--- config.mk ---
export PLATFORM = sky130hd
export DESIGN_NAME = snoop_bus_seq
export DESIGN_NICKNAME = d
export VERILOG_FILES = /design/src/rtl/snb_pkg.sv /design/src/rtl/snb_rr_arb.sv /design/src/rtl/snb_beat_ctr.sv /design/src/rtl/snoop_bus_seq.sv
export SDC_FILE = /design/constraint.sdc
export NUM_CORES = 1
export LEC_CHECK = 0
export ABC_CLOCK_PERIOD_IN_PS = 3100
export BUFFER_PORTS_ARGS = -buffer_cell sky130_fd_sc_hd__buf_2
export CAP_MARGIN = 40
export CORE_AREA = 2 2 369 371
export DETAILED_ROUTE_END_ITERATION = 6
export DIE_AREA = 0 0 371 373
export GPL_TIMING_DRIVEN = 0
export HOLD_SLACK_MARGIN = 0.03
export SETUP_SLACK_MARGIN = 0.02
export SYNTH_ARGS = -nofsm -noshare
export SYNTH_HDL_FRONTEND = slang
export SYNTH_HIERARCHICAL = 1
export SYNTH_SLANG_ARGS = --single-unit
--- constraint.sdc ---
create_clock -name clk -period 3.1 [get_ports clk]
set_input_delay 0.31 -clock clk [delete_from_list [all_inputs] [get_ports clk]]
set_output_delay 0.31 -clock clk [all_outputs]
set_load 0.02 [all_outputs]
--- src/rtl/snb_pkg.sv ---
package snb_pkg;
    typedef enum logic [2:0] {
        A_IDLE,
        A_ARB,
        A_ADDR,
        A_SNP1,
        A_SNP2,
        A_HOLD
    } aph_e;

    typedef enum logic {
        D_IDLE,
        D_BEAT
    } dph_e;
endpackage

--- src/rtl/snb_rr_arb.sv ---
module snb_rr_arb #(
    parameter int N_MST = 4,
    localparam int IDX_W = $clog2(N_MST)
) (
    input  logic [N_MST-1:0] req,
    input  logic [IDX_W-1:0] last_idx,
    output logic             win_vld,
    output logic [IDX_W-1:0] win_idx,
    output logic [N_MST-1:0] win_oh
);
    int cand;

    always_comb begin
        win_vld = 1'b0;
        win_idx = '0;
        cand    = 0;
        for (int k = 1; k <= N_MST; k++) begin
            cand = int'(last_idx) + k;
            if (cand >= N_MST) cand = cand - N_MST;
            if (!win_vld && req[cand]) begin
                win_vld = 1'b1;
                win_idx = IDX_W'(cand);
            end
        end
        win_oh = '0;
        if (win_vld) win_oh[win_idx] = 1'b1;
    end
endmodule

--- src/rtl/snb_beat_ctr.sv ---
module snb_beat_ctr
    import snb_pkg::*;
#(
    parameter int BEATS = 8,
    localparam int CW = $clog2(BEATS)
) (
    input  logic clk,
    input  logic rst_n,
    input  logic start,
    output logic valid,
    output logic last
);
    dph_e          d_state;
    logic [CW-1:0] cnt;

    always_ff @(posedge clk) begin
        if (!rst_n) begin
            d_state <= D_IDLE;
            cnt     <= '0;
        end else begin
            unique case (d_state)
                D_IDLE: begin
                    if (start) begin
                        d_state <= D_BEAT;
                        cnt     <= '0;
                    end
                end
                D_BEAT: begin
                    if (cnt == CW'(BEATS - 1)) begin
                        cnt <= '0;
                        if (!start) d_state <= D_IDLE;
                    end else begin
                        cnt <= cnt + 1'b1;
                    end
                end
                default: d_state <= D_IDLE;
            endcase
        end
    end

    always_comb begin
        valid = (d_state == D_BEAT);
        last  = (d_state == D_BEAT) && (cnt == CW'(BEATS - 1));
    end

    // a run of beats is never cut short
    p_beats_run_r4: assert property (@(posedge clk) disable iff (!rst_n)
        (valid && !last) |=> valid);

    // a new data phase is only launched into a free data path
    p_no_overrun_r6: assert property (@(posedge clk) disable iff (!rst_n)
        start |-> (!valid || last));
endmodule

--- src/rtl/snoop_bus_seq.sv ---
module snoop_bus_seq
    import snb_pkg::*;
#(
    parameter int N_MST       = 4,
    parameter int ADDR_W      = 32,
    parameter int DATA_W      = 128,
    parameter int BLOCK_BYTES = 128,
    parameter int SPLIT       = 0,
    localparam int IDX_W = $clog2(N_MST),
    localparam int BEATS = (BLOCK_BYTES * 8) / DATA_W
) (
    input  logic                      clk,
    input  logic                      rst_n,
    input  logic [N_MST-1:0]          req,
    input  logic [N_MST-1:0]          m_write,
    input  logic [N_MST*ADDR_W-1:0]   m_addr,
    input  logic [N_MST*DATA_W-1:0]   m_wdata,
    input  logic [DATA_W-1:0]         mem_rdata,
    input  logic [N_MST-1:0]          snp_shared,
    input  logic [N_MST-1:0]          snp_dirty,
    output logic [N_MST-1:0]          grant,
    output logic                      bus_addr_valid,
    output logic [ADDR_W-1:0]         bus_addr,
    output logic                      bus_write,
    output logic                      d_valid,
    output logic                      d_last,
    output logic [IDX_W-1:0]          d_master,
    output logic                      d_write,
    output logic [DATA_W-1:0]         bus_data,
    output logic                      resp_shared,
    output logic                      resp_dirty
);
    aph_e              a_state, a_next;
    logic [IDX_W-1:0]  owner, rr_last;
    logic              cap_write;
    logic [ADDR_W-1:0] cap_addr;
    logic              hold_sh, hold_dt;
    logic              win_vld;
    logic [IDX_W-1:0]  win_idx;
    logic [N_MST-1:0]  win_oh;
    logic              data_free, launch, may_arb;
    logic              snp_sh_now, snp_dt_now;
    logic [ADDR_W-1:0] win_addr;
    logic              win_write;

    snb_rr_arb #(.N_MST(N_MST)) u_arb (
        .req      (req),
        .last_idx (rr_last),
        .win_vld  (win_vld),
        .win_idx  (win_idx),
        .win_oh   (win_oh)
    );

    snb_beat_ctr #(.BEATS(BEATS)) u_beats (
        .clk   (clk),
        .rst_n (rst_n),
        .start (launch),
        .valid (d_valid),
        .last  (d_last)
    );

    assign data_free = !d_valid || d_last;
    assign launch    = ((a_state == A_SNP2) || (a_state == A_HOLD)) && data_free;

    generate
        if (SPLIT != 0) begin : g_split
            assign may_arb = 1'b1;
        end else begin : g_seq
            assign may_arb = data_free;
        end
    endgenerate

    always_comb begin
        snp_sh_now = (a_state == A_SNP2) ? |snp_shared : hold_sh;
        snp_dt_now = (a_state == A_SNP2) ? |snp_dirty  : hold_dt;
        win_addr   = '0;
        win_write  = 1'b0;
        for (int i = 0; i < N_MST; i++) begin
            if (win_idx == IDX_W'(i)) begin
                win_addr  = m_addr[i*ADDR_W +: ADDR_W];
                win_write = m_write[i];
            end
        end
    end

    // Next-state logic of the address phase
    always_comb begin
        a_next = a_state;
        unique case (a_state)
            A_IDLE: if (|req && may_arb) a_next = A_ARB;
            A_ARB:  a_next = win_vld ? A_ADDR : A_IDLE;
            A_ADDR: a_next = A_SNP1;
            A_SNP1: a_next = A_SNP2;
            A_SNP2, A_HOLD: begin
                if (launch) a_next = ((SPLIT != 0) && |req) ? A_ARB : A_IDLE;
                else        a_next = A_HOLD;
            end
            default: a_next = A_IDLE;
        endcase
    end

    // State register and per-transaction captures
    always_ff @(posedge clk) begin
        if (!rst_n) begin
            a_state     <= A_IDLE;
            owner       <= '0;
            rr_last     <= IDX_W'(N_MST - 1);
            cap_write   <= 1'b0;
            cap_addr    <= '0;
            hold_sh     <= 1'b0;
            hold_dt     <= 1'b0;
            d_master    <= '0;
            d_write     <= 1'b0;
            resp_shared <= 1'b0;
            resp_dirty  <= 1'b0;
        end else begin
            a_state <= a_next;
            if (a_state == A_ARB && win_vld) begin
                owner     <= win_idx;
                rr_last   <= win_idx;
                cap_write <= win_write;
                cap_addr  <= win_addr;
            end
            if (a_state == A_SNP2) begin
                hold_sh <= |snp_shared;
                hold_dt <= |snp_dirty;
            end
            if (launch) begin
                d_master    <= owner;
                d_write     <= cap_write;
                resp_shared <= snp_sh_now;
                resp_dirty  <= snp_dt_now;
            end
        end
    end

    // Outputs
    always_comb begin
        grant = '0;
        unique case (a_state)
            A_ARB:                          grant = win_oh;
            A_ADDR, A_SNP1, A_SNP2, A_HOLD: grant[owner] = 1'b1;
            default:                        grant = '0;
        endcase
        bus_addr_valid = (a_state == A_ADDR);
        bus_addr       = cap_addr;
        bus_write      = cap_write;
        bus_data       = mem_rdata;
        if (d_write) begin
            for (int i = 0; i < N_MST; i++) begin
                if (d_master == IDX_W'(i)) bus_data = m_wdata[i*DATA_W +: DATA_W];
            end
        end
    end

    // at most one grant at a time
    p_grant_onehot_r2: assert property (@(posedge clk) disable iff (!rst_n)
        $onehot0(grant));

    // grant does not move during the snoop wait
    p_grant_hold_r2: assert property (@(posedge clk) disable iff (!rst_n)
        (a_state == A_SNP1) |=> $stable(grant));

    // beats only begin after a completed address phase
    p_handoff_r3: assert property (@(posedge clk) disable iff (!rst_n)
        $rose(d_valid) |-> $past(a_state == A_SNP2 || a_state == A_HOLD));

    generate
        if (SPLIT == 0) begin : g_seq_chk
            // no address-phase overlap in sequential mode
            p_no_overlap_r5: assert property (@(posedge clk) disable iff (!rst_n)
                d_valid |-> !(a_state inside {A_ARB, A_ADDR, A_SNP1, A_SNP2}));
        end
    endgenerate
endmodule

==> metrics.md <==
| Metric | Value |
|---|---|
| Fin. Hold Viols | 0 |
| Leading area contributor after synthesis | mux4_2 |
| Die area | 0.1384 mm² |
| RSZ-0062 raised after global routing | false |
| Global routing usage on met3 | 9.474% |
| R2R depth | 8 |
| Reg2reg setup slack | 370 ps |
| Fraction of layout cells with a size suffix above 1 | 86.48% |
| Sink of the worst hold path | hold_sh |
| #FFs+latches synth | 51 |
| Initial antenna violation count | 210 |
| GR Util met2 | 24.81% |
| Kind of launch point of the worst setup path | flip-flop |
| Pint | 1962 µW |
| Max Slew Vio Count | 0 |
| Synth Area per Inst | 13.74 µm² |
| Post-layout minimum cycle time | around 3000 ps |
| Hold Path Depth | 4 |
| Final setup vio count | 0 |
| Leak pwr | 0.006278 µW |
| Number of synthesized flops with an enable pin | 0 |
| Crit path DAT | 2710 ps |
| Ys async rst share | 0% |
| Cells after Synth | 544 |
| # rows | 135 |
| Worst R2R Start | rr_last[1] |
| Ys flop type | dfxtp_1 |
| HPWL after detailed placement | 105400 µm |
| Hold_ws | 331.0 ps |
| DRC violations left | 0 |
| Power Total | 3289 µW |
| Register area share after synthesis | 13.66% |
| Synth cell types | 47 |
| Nets | 2304 |
| Final Util | 11.11% |
| Critical hold path startpoint | snp_shared[2] |
| Vias/cell | 3.332 |
| Worst EP required | 2790 ps |
| Mapped Area | 0.007476 mm² |
| Clock Latency Late Sink | around 320 ps |
| Ports | 959 |
| H-tree depth | 2 |
| P_sw | 1327 µW |
| Initial Util | 5.553% |
| Core area | 0.1346 mm² |
| Routed WL per cell | 33.28 µm |
| CTS tree | done |
| Met1 Use GR | 15.96% |
| Post-Route WL | roughly 110000 µm |
| Syn Nets | about 1.3k |
| Gr busiest metal | met2 |
| Post-synth top area share | 48.50% |
| Run status | finished, final reports clean |
| RR Endpoint | bus_addr[0] |
| CTS Buffer Depth | 2 |
| Post-DRT Antenna Nets | 0 |
| Least-Margin Pin Slew | 768.5 ps |
| Syn. warnings | 6 |
| Worst Hold Class | in -> reg |
| Cts bufs inserted | 5 |
| Sw Share | 40.34% |
| Clock root buffer | clkbuf_16 |
| Postcts setup bufs | 0 |
| Crit path from | d_master[1] |
| Routed vias | 11.24k |
| Max Clk Rate | 330.6 MHz |
| # clock sinks | 51 |
| Pwr dens | 219.8 mW/mm² |
| Sequential share of power | roughly a quarter |
| Top post-synthesis cells by area | mux4_2, mux2_2, dfxtp_1, a22o_1, buf_6 |
| Routability cong. | roughly 1 |
| Clock Power Share | approximately a fifth |
| MaxCap Viol Count | 0 |
| Port buffer count | ~960 |
| GR Util All Layers | 15.43% |
| Commonest non-fill, non-tap cell in the layout | buf_2 |
| Clk slew on worst S/H paths | 70 ps |
| Largest net degree at the start of global routing | 16 |
| Die Height | 373 µm |
| Total gr overflow | 0 |
| Most frequent cells in the layout | buf_2, mux4_2, mux2_2 |
| Area grow syn2layout | 100.1% |
| Drt pass-1 iters | 5 |
| Crit path max fanout | 10 |
| Worst VDD drop | approximately 0.32 mV |
| Layout Skew | 12.86 ps |
| DR iter-0 viols | 1009 |
| Rel. slew slack | 48.77% |
| Logic pwr share | 56.9% |
| Period utilisation layout | 97.57% |
| Worst setup path class | reg -> out |
| Vias in the first global route | 10.88k |
| Chip width | 371 µm |
| Crit. End Element | output port |
| First-pass GRT wire length | ~130000 µm |
worst max-delay path, cell delays in order, from the launching register on:
cell     delay [ps]
dfxtp_1         400
buf_4           340
buf_1           630
mux4_2          500
mux2_2          340
buf_2           180
cell type report:
type | count | area [µm²]
Fill cell | 15639 | 119700
Multi-Input combinational cell | 424 | 6070
Timing Repair Buffer | 964 | 4881
Tap cell | 1781 | 2228
Sequential cell | 51 | 1021
Buffer | 64 | 392.9
Antenna cell | 76 | 190.2
Clock buffer | 7 | 152.6
Inverter | 5 | 18.77
Clock inverter | 1 | 7.507
sequential cells by signal, summed over array words and instances, names as in the netlist:
signal,cells
d_write,1
u_beats/cnt,3
d_master,2
a_state,3
hold_dt,1
u_beats/valid,1
owner,2
resp_dirty,1
bus_write,1
resp_shared,1
rr_last,2
hold_sh,1
bus_addr,32
worst max path at each step:
stage	endpoint	slack, ps
CTS	bus_write	100
detailed placement	bus_write	-230
global route	bus_data[71]	80
global placement	bus_write	-730
floorplan	bus_addr[0]	930
finish	bus_data[71]	80
what timing repair did:
action | 4_1_cts | 5_1_grt
pin swaps | 0 | 0
endpoints found under the setup margin | 44 | 2
gates cloned | 0 | 0
hold endpoints to repair | 0 | 0
hold buffers | 0 | 0
resized for setup | 10 | 1
cells by family after synthesis:
group / count (synthesis) / share of synthesized area (%)
AND/OR/NAND/NOR: 62 / 5.122
adder cells (fa/ha/maj): 3 / 0.5021
buffers and inverters: 69 / 5.239
XOR/XNOR: 1 / 0.1172
AO/OA/AOI/OAI: 69 / 7.582
multiplexers: 289 / 67.78
flip-flops: 51 / 13.66
cells in the mapped netlist, drive strengths merged (5+ instances only):
cell type / count
nor2: 7
buf: 44
a21boi: 6
nor2b: 6
o21ai: 8
nand2b: 11
nand2: 10
a22o: 34
inv: 5
nand3: 10
clkbuf: 20
dfxtp: 51
mux2: 128
mux4: 161
layer usage:
layer  vias up  part of all wire, %
met2      1038                   45
met3       338                   16
met5         -                 0.61
met1      5392                   33
met4        78                  5.0
li1       4393                    -
through the flow:
step,worst slack (ps),area (µm²),instances,setup TNS (ps)
detailed placement,-233.3,14590,3289,-1011
CTS,100.9,14770,3297,0
global placement,-733.9,14500,3283,-9472
global route,80.84,14880,3341,0
finish,75.45,14960,3373,0
floorplan,931.1,7476,544,0
power by group through the flow:
stage / clock [µW] / sequential, µW / combinational, µW
finish: 646 / 770 / 1870
CTS: 689 / 772 / 1890
global placement: 0 / 785 / 1860
detailed placement: 0 / 784 / 1880
global route: 701 / 780 / 1990
floorplan: 0 / 839 / 754
Note: power is estimated with default switching activity, not from simulation.
